==> config.mk <==
export PLATFORM = sky130hd
export DESIGN_NAME = dpr_busy_arb
export DESIGN_NICKNAME = d
export VERILOG_FILES = /design/src/rtl/dpr_pkg.sv /design/src/rtl/dpr_arbiter.sv /design/src/rtl/dpr_storage.sv /design/src/rtl/dpr_outctl.sv /design/src/rtl/dpr_busy_arb.sv
export SDC_FILE = /design/constraint.sdc
export NUM_CORES = 1
export LEC_CHECK = 0
export BUFFER_PORTS_ARGS = -buffer_cell sky130_fd_sc_hd__buf_2
export CAP_MARGIN = 10
export CORE_ASPECT_RATIO = 1.4
export CORE_MARGIN = 3
export CORE_UTILIZATION = 40
export DETAILED_ROUTE_END_ITERATION = 16
export GPL_TIMING_DRIVEN = 1
export PLACE_DENSITY_LB_ADDON = 0.3
export SKIP_LAST_GASP = 1
export SLEW_MARGIN = 20
export SYNTH_ARGS = -nofsm -noshare
export SYNTH_HDL_FRONTEND = slang
export SYNTH_SLANG_ARGS = --single-unit
export TNS_END_PERCENT = 50
==> constraint.sdc <==
create_clock -name clk -period 4.75 [get_ports clk]
set_input_delay 0.2375 -clock clk [delete_from_list [all_inputs] [get_ports clk]]
set_output_delay 0.2375 -clock clk [all_outputs]
set_load 0.01 [all_outputs]
==> src/rtl/dpr_pkg.sv <==
package dpr_pkg;
   typedef enum logic {
      WIN_LEFT  = 1'b0,
      WIN_RIGHT = 1'b1
   } dpr_side_e;
endpackage

==> src/rtl/dpr_arbiter.sv <==
// Same-word contention detector with previous-cycle ownership memory.
module dpr_arbiter
   import dpr_pkg::*;
#(
   parameter int ADDR_W = 5
) (
   input  logic              clk,
   input  logic              rst_n,
   input  logic              l_en,
   input  logic              l_wr,
   input  logic [ADDR_W-1:0] l_addr,
   input  logic              r_en,
   input  logic              r_wr,
   input  logic [ADDR_W-1:0] r_addr,
   output logic              l_busy_n,
   output logic              r_busy_n
);
   logic              clash;
   logic              l_held, r_held, keep;
   dpr_side_e         win;
   logic              prev_clash;
   logic [ADDR_W-1:0] prev_clash_addr;
   dpr_side_e         prev_win;
   logic              l_seen, r_seen;
   logic [ADDR_W-1:0] l_last, r_last;

   assign clash  = l_en & r_en & (l_wr | r_wr) & (l_addr == r_addr);
   assign l_held = l_seen & (l_last == l_addr);
   assign r_held = r_seen & (r_last == r_addr);
   assign keep   = prev_clash & (prev_clash_addr == l_addr);

   always_comb begin
      if (keep)                 win = prev_win;
      else if (r_held & ~l_held) win = WIN_RIGHT;
      else                       win = WIN_LEFT;
   end

   assign l_busy_n = ~(clash & (win == WIN_RIGHT));
   assign r_busy_n = ~(clash & (win == WIN_LEFT));

   always_ff @(posedge clk or negedge rst_n) begin
      if (!rst_n) begin
         prev_clash      <= 1'b0;
         prev_clash_addr <= '0;
         prev_win        <= WIN_LEFT;
         l_seen          <= 1'b0;
         r_seen          <= 1'b0;
         l_last          <= '0;
         r_last          <= '0;
      end else begin
         prev_clash      <= clash;
         prev_clash_addr <= l_addr;
         prev_win        <= win;
         l_seen          <= l_en;
         r_seen          <= r_en;
         l_last          <= l_addr;
         r_last          <= r_addr;
      end
   end
endmodule

==> src/rtl/dpr_storage.sv <==
// Word array with two write and two registered read paths.
module dpr_storage #(
   parameter int ADDR_W = 5,
   parameter int DATA_W = 8,
   localparam int DEPTH = 1 << ADDR_W
) (
   input  logic              clk,
   input  logic              a_we,
   input  logic              a_re,
   input  logic [ADDR_W-1:0] a_addr,
   input  logic [DATA_W-1:0] a_wdata,
   output logic [DATA_W-1:0] a_rdata,
   input  logic              b_we,
   input  logic              b_re,
   input  logic [ADDR_W-1:0] b_addr,
   input  logic [DATA_W-1:0] b_wdata,
   output logic [DATA_W-1:0] b_rdata
);
   logic [DATA_W-1:0] words [DEPTH];

   // Port a is written last so it prevails if both writes reach one word.
   always_ff @(posedge clk) begin
      if (b_we) words[b_addr] <= b_wdata;
      if (a_we) words[a_addr] <= a_wdata;
   end

   always_ff @(posedge clk) begin
      if (a_re) a_rdata <= words[a_addr];
      if (b_re) b_rdata <= words[b_addr];
   end
endmodule

==> src/rtl/dpr_outctl.sv <==
// Per-port flag telling whether read data counts as driven.
module dpr_outctl (
   input  logic clk,
   input  logic rst_n,
   input  logic en,
   input  logic wr,
   input  logic oe,
   output logic valid
);
   always_ff @(posedge clk or negedge rst_n) begin
      if (!rst_n) valid <= 1'b0;
      else        valid <= en & ~wr & oe;
   end
endmodule

==> src/rtl/dpr_busy_arb.sv <==
module dpr_busy_arb #(
   parameter int ADDR_W    = 5,
   parameter int DATA_W    = 8,
   parameter bit IS_MASTER = 1'b1
) (
   input  logic              clk,
   input  logic              rst_n,
   input  logic              l_en,
   input  logic              l_wr,
   input  logic              l_oe,
   input  logic [ADDR_W-1:0] l_addr,
   input  logic [DATA_W-1:0] l_wdata,
   output logic [DATA_W-1:0] l_rdata,
   output logic              l_rvalid,
   input  logic              l_busy_n_i,
   output logic              l_busy_n_o,
   input  logic              r_en,
   input  logic              r_wr,
   input  logic              r_oe,
   input  logic [ADDR_W-1:0] r_addr,
   input  logic [DATA_W-1:0] r_wdata,
   output logic [DATA_W-1:0] r_rdata,
   output logic              r_rvalid,
   input  logic              r_busy_n_i,
   output logic              r_busy_n_o
);
   localparam int DEPTH = 1 << ADDR_W;

   if (ADDR_W < 1 || ADDR_W > 12) begin : g_bad_addr
      $error("dpr_busy_arb: ADDR_W out of range 1..12");
   end
   if (DATA_W < 1 || DATA_W > 256) begin : g_bad_data
      $error("dpr_busy_arb: DATA_W out of range 1..256");
   end
   if (DEPTH < 2) begin : g_bad_depth
      $error("dpr_busy_arb: depth below two words");
   end

   logic l_gate_n, r_gate_n;

   if (IS_MASTER) begin : g_master
      logic unused_busy_in;
      assign unused_busy_in = l_busy_n_i ^ r_busy_n_i;
      dpr_arbiter #(.ADDR_W(ADDR_W)) u_arb (
         .clk      (clk),
         .rst_n    (rst_n),
         .l_en     (l_en),
         .l_wr     (l_wr),
         .l_addr   (l_addr),
         .r_en     (r_en),
         .r_wr     (r_wr),
         .r_addr   (r_addr),
         .l_busy_n (l_gate_n),
         .r_busy_n (r_gate_n)
      );
   end else begin : g_slave
      assign l_gate_n = l_busy_n_i;
      assign r_gate_n = r_busy_n_i;
   end

   assign l_busy_n_o = l_gate_n;
   assign r_busy_n_o = r_gate_n;

   dpr_storage #(.ADDR_W(ADDR_W), .DATA_W(DATA_W)) u_mem (
      .clk     (clk),
      .a_we    (l_en & l_wr & l_gate_n),
      .a_re    (l_en & ~l_wr),
      .a_addr  (l_addr),
      .a_wdata (l_wdata),
      .a_rdata (l_rdata),
      .b_we    (r_en & r_wr & r_gate_n),
      .b_re    (r_en & ~r_wr),
      .b_addr  (r_addr),
      .b_wdata (r_wdata),
      .b_rdata (r_rdata)
   );

   dpr_outctl u_l_out (
      .clk (clk), .rst_n (rst_n), .en (l_en), .wr (l_wr), .oe (l_oe), .valid (l_rvalid)
   );
   dpr_outctl u_r_out (
      .clk (clk), .rst_n (rst_n), .en (r_en), .wr (r_wr), .oe (r_oe), .valid (r_rvalid)
   );
endmodule

==> impl_results.md <==
* R2R Path Start: g_master.u_arb.prev_clash_addr[0]$_DFF_PN0_
* Slew margin rel. at 27.9%
* Pre-CTS setup slack at 1.11 ns
* Post-Synthesis Cells at roughly 1100
* I/O Buffers at 53
* Via density per instance at 6.50
* Asr flop ratio synth at 5.56%
* Post-route antenna net violation count at 0
* Worst-Margin Slew at 1.08 ns
* Fmax at a little under 300 MHz
* Top post-synthesis cells by count: edfxtp_1 (272), mux2_2 (232), mux4_2 (128)
* Die Wd at 182 um
* Worst-Skew Late Latency at 0.58 ns
* Die ar. at 46100 um^2
* First drt pass iteration count at 5
* Crit Reg-Reg Endpoint: u_mem.words[0][4]$_DFFE_PP_
* Hold Path End: g_master.u_arb.r_last[4]$_DFF_PN0_
* Syn nets at 1165
* Initial antenna violation count at 1
* First-pass GRT wire length at 77.8 mm
* RSZ-0062 raised after global routing: no
* WHS Path Cells at 1
* Number of global-route vias before repair at around 11000
* Initial drt markers at 1058
* Final hold vios at 0
* Share of layout cells above drive strength 1 at 47.3%
* Yosys warns at 0
* Largest net degree at the start of global routing at 42
* Dpl hpwl at 35.3 mm
* Cell Pwr Density at 298 nW/um^2
* Buf/Inv on CP at 3
* Remaining DRCs at 0
* Fin. max-slew vios at 0
* Final period utilization at 71.9%
* Gpl congestion at 1.01
* FF-to-FF path depth at 6
* DR vias at 11086
* Sequential share of the synthesized area at 49.2%
* Ordered cell list for the critical path: dlygate4sd3_1, buf_2, xor2_1, nor3_2, nand2_2, buf_4, a31oi_2, o22ai_1
* Antenna diodes at 0
* Cell family with most CP delay: buffers and inverters
* Total power at 0.00570 W
* Layout Area Growth over Synthesis at 9.67%
* Total wire length at roughly 54 mm
* Min Clock Period, post-route at 3.42 ns
* Clock slew at reported path FFs at 0.07 ns
* Count leader, synth: edfxtp_1
* Post-synth design cell area at approximately 17000 um^2
* Setup Skew at 0.0335 ns
* H-tree level count at 1
* R2R setup slack at 1.46 ns
* Slowest-stage cell, CP: a31oi_2
* Ports at 56
* CTS buffer count at 27
* Max Cap Viol at 0
* Arrival @ worst endpoint at 3.64 ns
* CTS tree: built
* Final setup margin at 1.33 ns
* Final Setup Violations at 0
* Crit end category: register
* IR drop worst, VDD at 0.000250 V
* DIE HEIGHT at 253 um
* Max Root-Sink Buffers at 3
* Status: finished, final reports clean
* CP max FO at 18
* #FFs+latches synth at roughly 290
* Core footprint at 42500 um^2
* Root buffer cell: clkbuf_16
* WP data required at 4.97 ns
* Post-synth top flop: edfxtp_1
* Starting Density at 40.9%
* Worst path max stage delay at 0.77 ns
* Yosys top cell area share at 46.9%
* Overall Global Routing Usage at 22.9%
* Startpoint Class: primary input
* Leak pwr at 6.12 nW
* Yosys cell types at 51
* Final nets at 1175
* Synth area leader: edfxtp_1
* Routed len/inst at 31.5 um
* Hold Crit Class: primary input to register
* # clock sinks at about 290
* Synth top area cells: edfxtp_1 (47%), mux4_2 (17%), mux2_2 (15%)
* Remaining Overflow, GRT at 0
* Hold Startpoint: r_addr[4]
* Avg Inst Size Synth at ~15 um^2
* Post-synth EDFFs at around 270
* # rows at between 80 and 90
* Fin util at 44.9%
* Type of the worst setup path: primary input to register
* Setup_tns at 0 ns
-- worst reg2reg max path, cell delays in order, from the launching register on --
cell and delay (ns):
dfrtp_1 0.37, xor2_1 0.16, nor3_2 0.29, nand2_2 0.43, buf_4 0.41, a31oi_2 0.77
o22ai_1 0.50
-- routing by layer --
layer | part of all wire, % | GRT usage, %
met4 | 4.5 | 9.26
met3 | 7.1 | 3.42
met1 | 37 | 28.1
met5 | 0.015 | 0
met2 | 52 | 40.6
-- stage by stage --
step                      cell area [um^2]  hold WS (ns)  cells
after global routing                 19100        0.0375   1705
after floorplan                      17400       -0.0581   1129
after global placement               18200         0.158   1646
after detailed placement             18200         0.160   1646
final                                19100        0.0473   1705
after CTS                            19100       0.00613   1705
-- flip-flops by register name, indices dropped and copies added (netlist names) --
signal / cells
g_master.u_arb.r_seen: 1
g_master.u_arb.prev_win: 1
u_mem.a_rdata: 8
g_master.u_arb.prev_clash: 1
u_l_out.valid: 1
u_r_out.valid: 1
u_mem.words: 256
g_master.u_arb.l_seen: 1
g_master.u_arb.prev_clash_addr: 5
u_mem.b_rdata: 8
g_master.u_arb.r_last: 5
-- worst max path at each step --
stage,startpoint,endpoint,slack [ns],cells past startpoint
5_1_grt,l_addr[4],u_mem.words[0][3]$_DFFE_PP_,1.19,8
4_1_cts,r_addr[3],u_mem.words[3][7]$_DFFE_PP_,1.34,7
3_5_place_dp,l_addr[1],u_mem.words[3][3]$_DFFE_PP_,1.11,6
6_report,l_addr[2],u_mem.words[0][4]$_DFFE_PP_,1.33,8
3_3_place_gp,l_addr[1],u_mem.words[3][3]$_DFFE_PP_,1.15,6
2_1_floorplan,r_addr[0],u_mem.words[11][0]$_DFFE_PP_,2.18,7
-- report_power, final --
part	total (W)	switching, W	internal, W
clock	0.00210	0.000975	0.00113
sequential	0.00287	0.0000259	0.00285
combinational	0.000720	0.000428	0.000293
-- placed cells by master, fill, tap and decap left out, drive strengths merged, types with 19 or more instances in the layout --
| cell | count |
|---|---|
| edfxtp | 272 |
| mux2 | 232 |
| mux4 | 128 |
| buf | 104 |
| a22oi | 64 |
| nand2 | 59 |
| clkbuf | 37 |
| o21ai | 32 |
| a41oi | 29 |
| a21oi | 28 |
| o32ai | 24 |
| nand4 | 19 |
-- repair_timing --
action | in CTS | in global routing
hold buffers | 10 | 0
endpoints found under the hold margin | 25 | 0
buffers inserted | 0 | 0
resized for setup | 0 | 0
-- cell type report --
cell class	instances	area [um^2]
Fill cell	3794	23400
Sequential cell	288	8570
Multi-Input combinational cell	698	8230
Clock buffer	37	766
Timing Repair Buffer	114	758
Tap cell	546	683
Clock inverter	12	62.6
Inverter	10	37.5
-- logic make-up (layout without fill, tap and decap cells) --
family / count (synthesis) / after routing / share of synthesized area [%]
muxes: 360 / 360 / 31.5
DFF: 288 / 288 / 49.2
AOI/OAI and AO/OA: 193 / 193 / 10.7
buffers and inverters: 143 / 173 / 3.69
and+or+nand+nor: 130 / 130 / 4.07
xor gates and xnor gates: 15 / 15 / 0.754
Note: power is estimated with default switching activity, not from simulation.
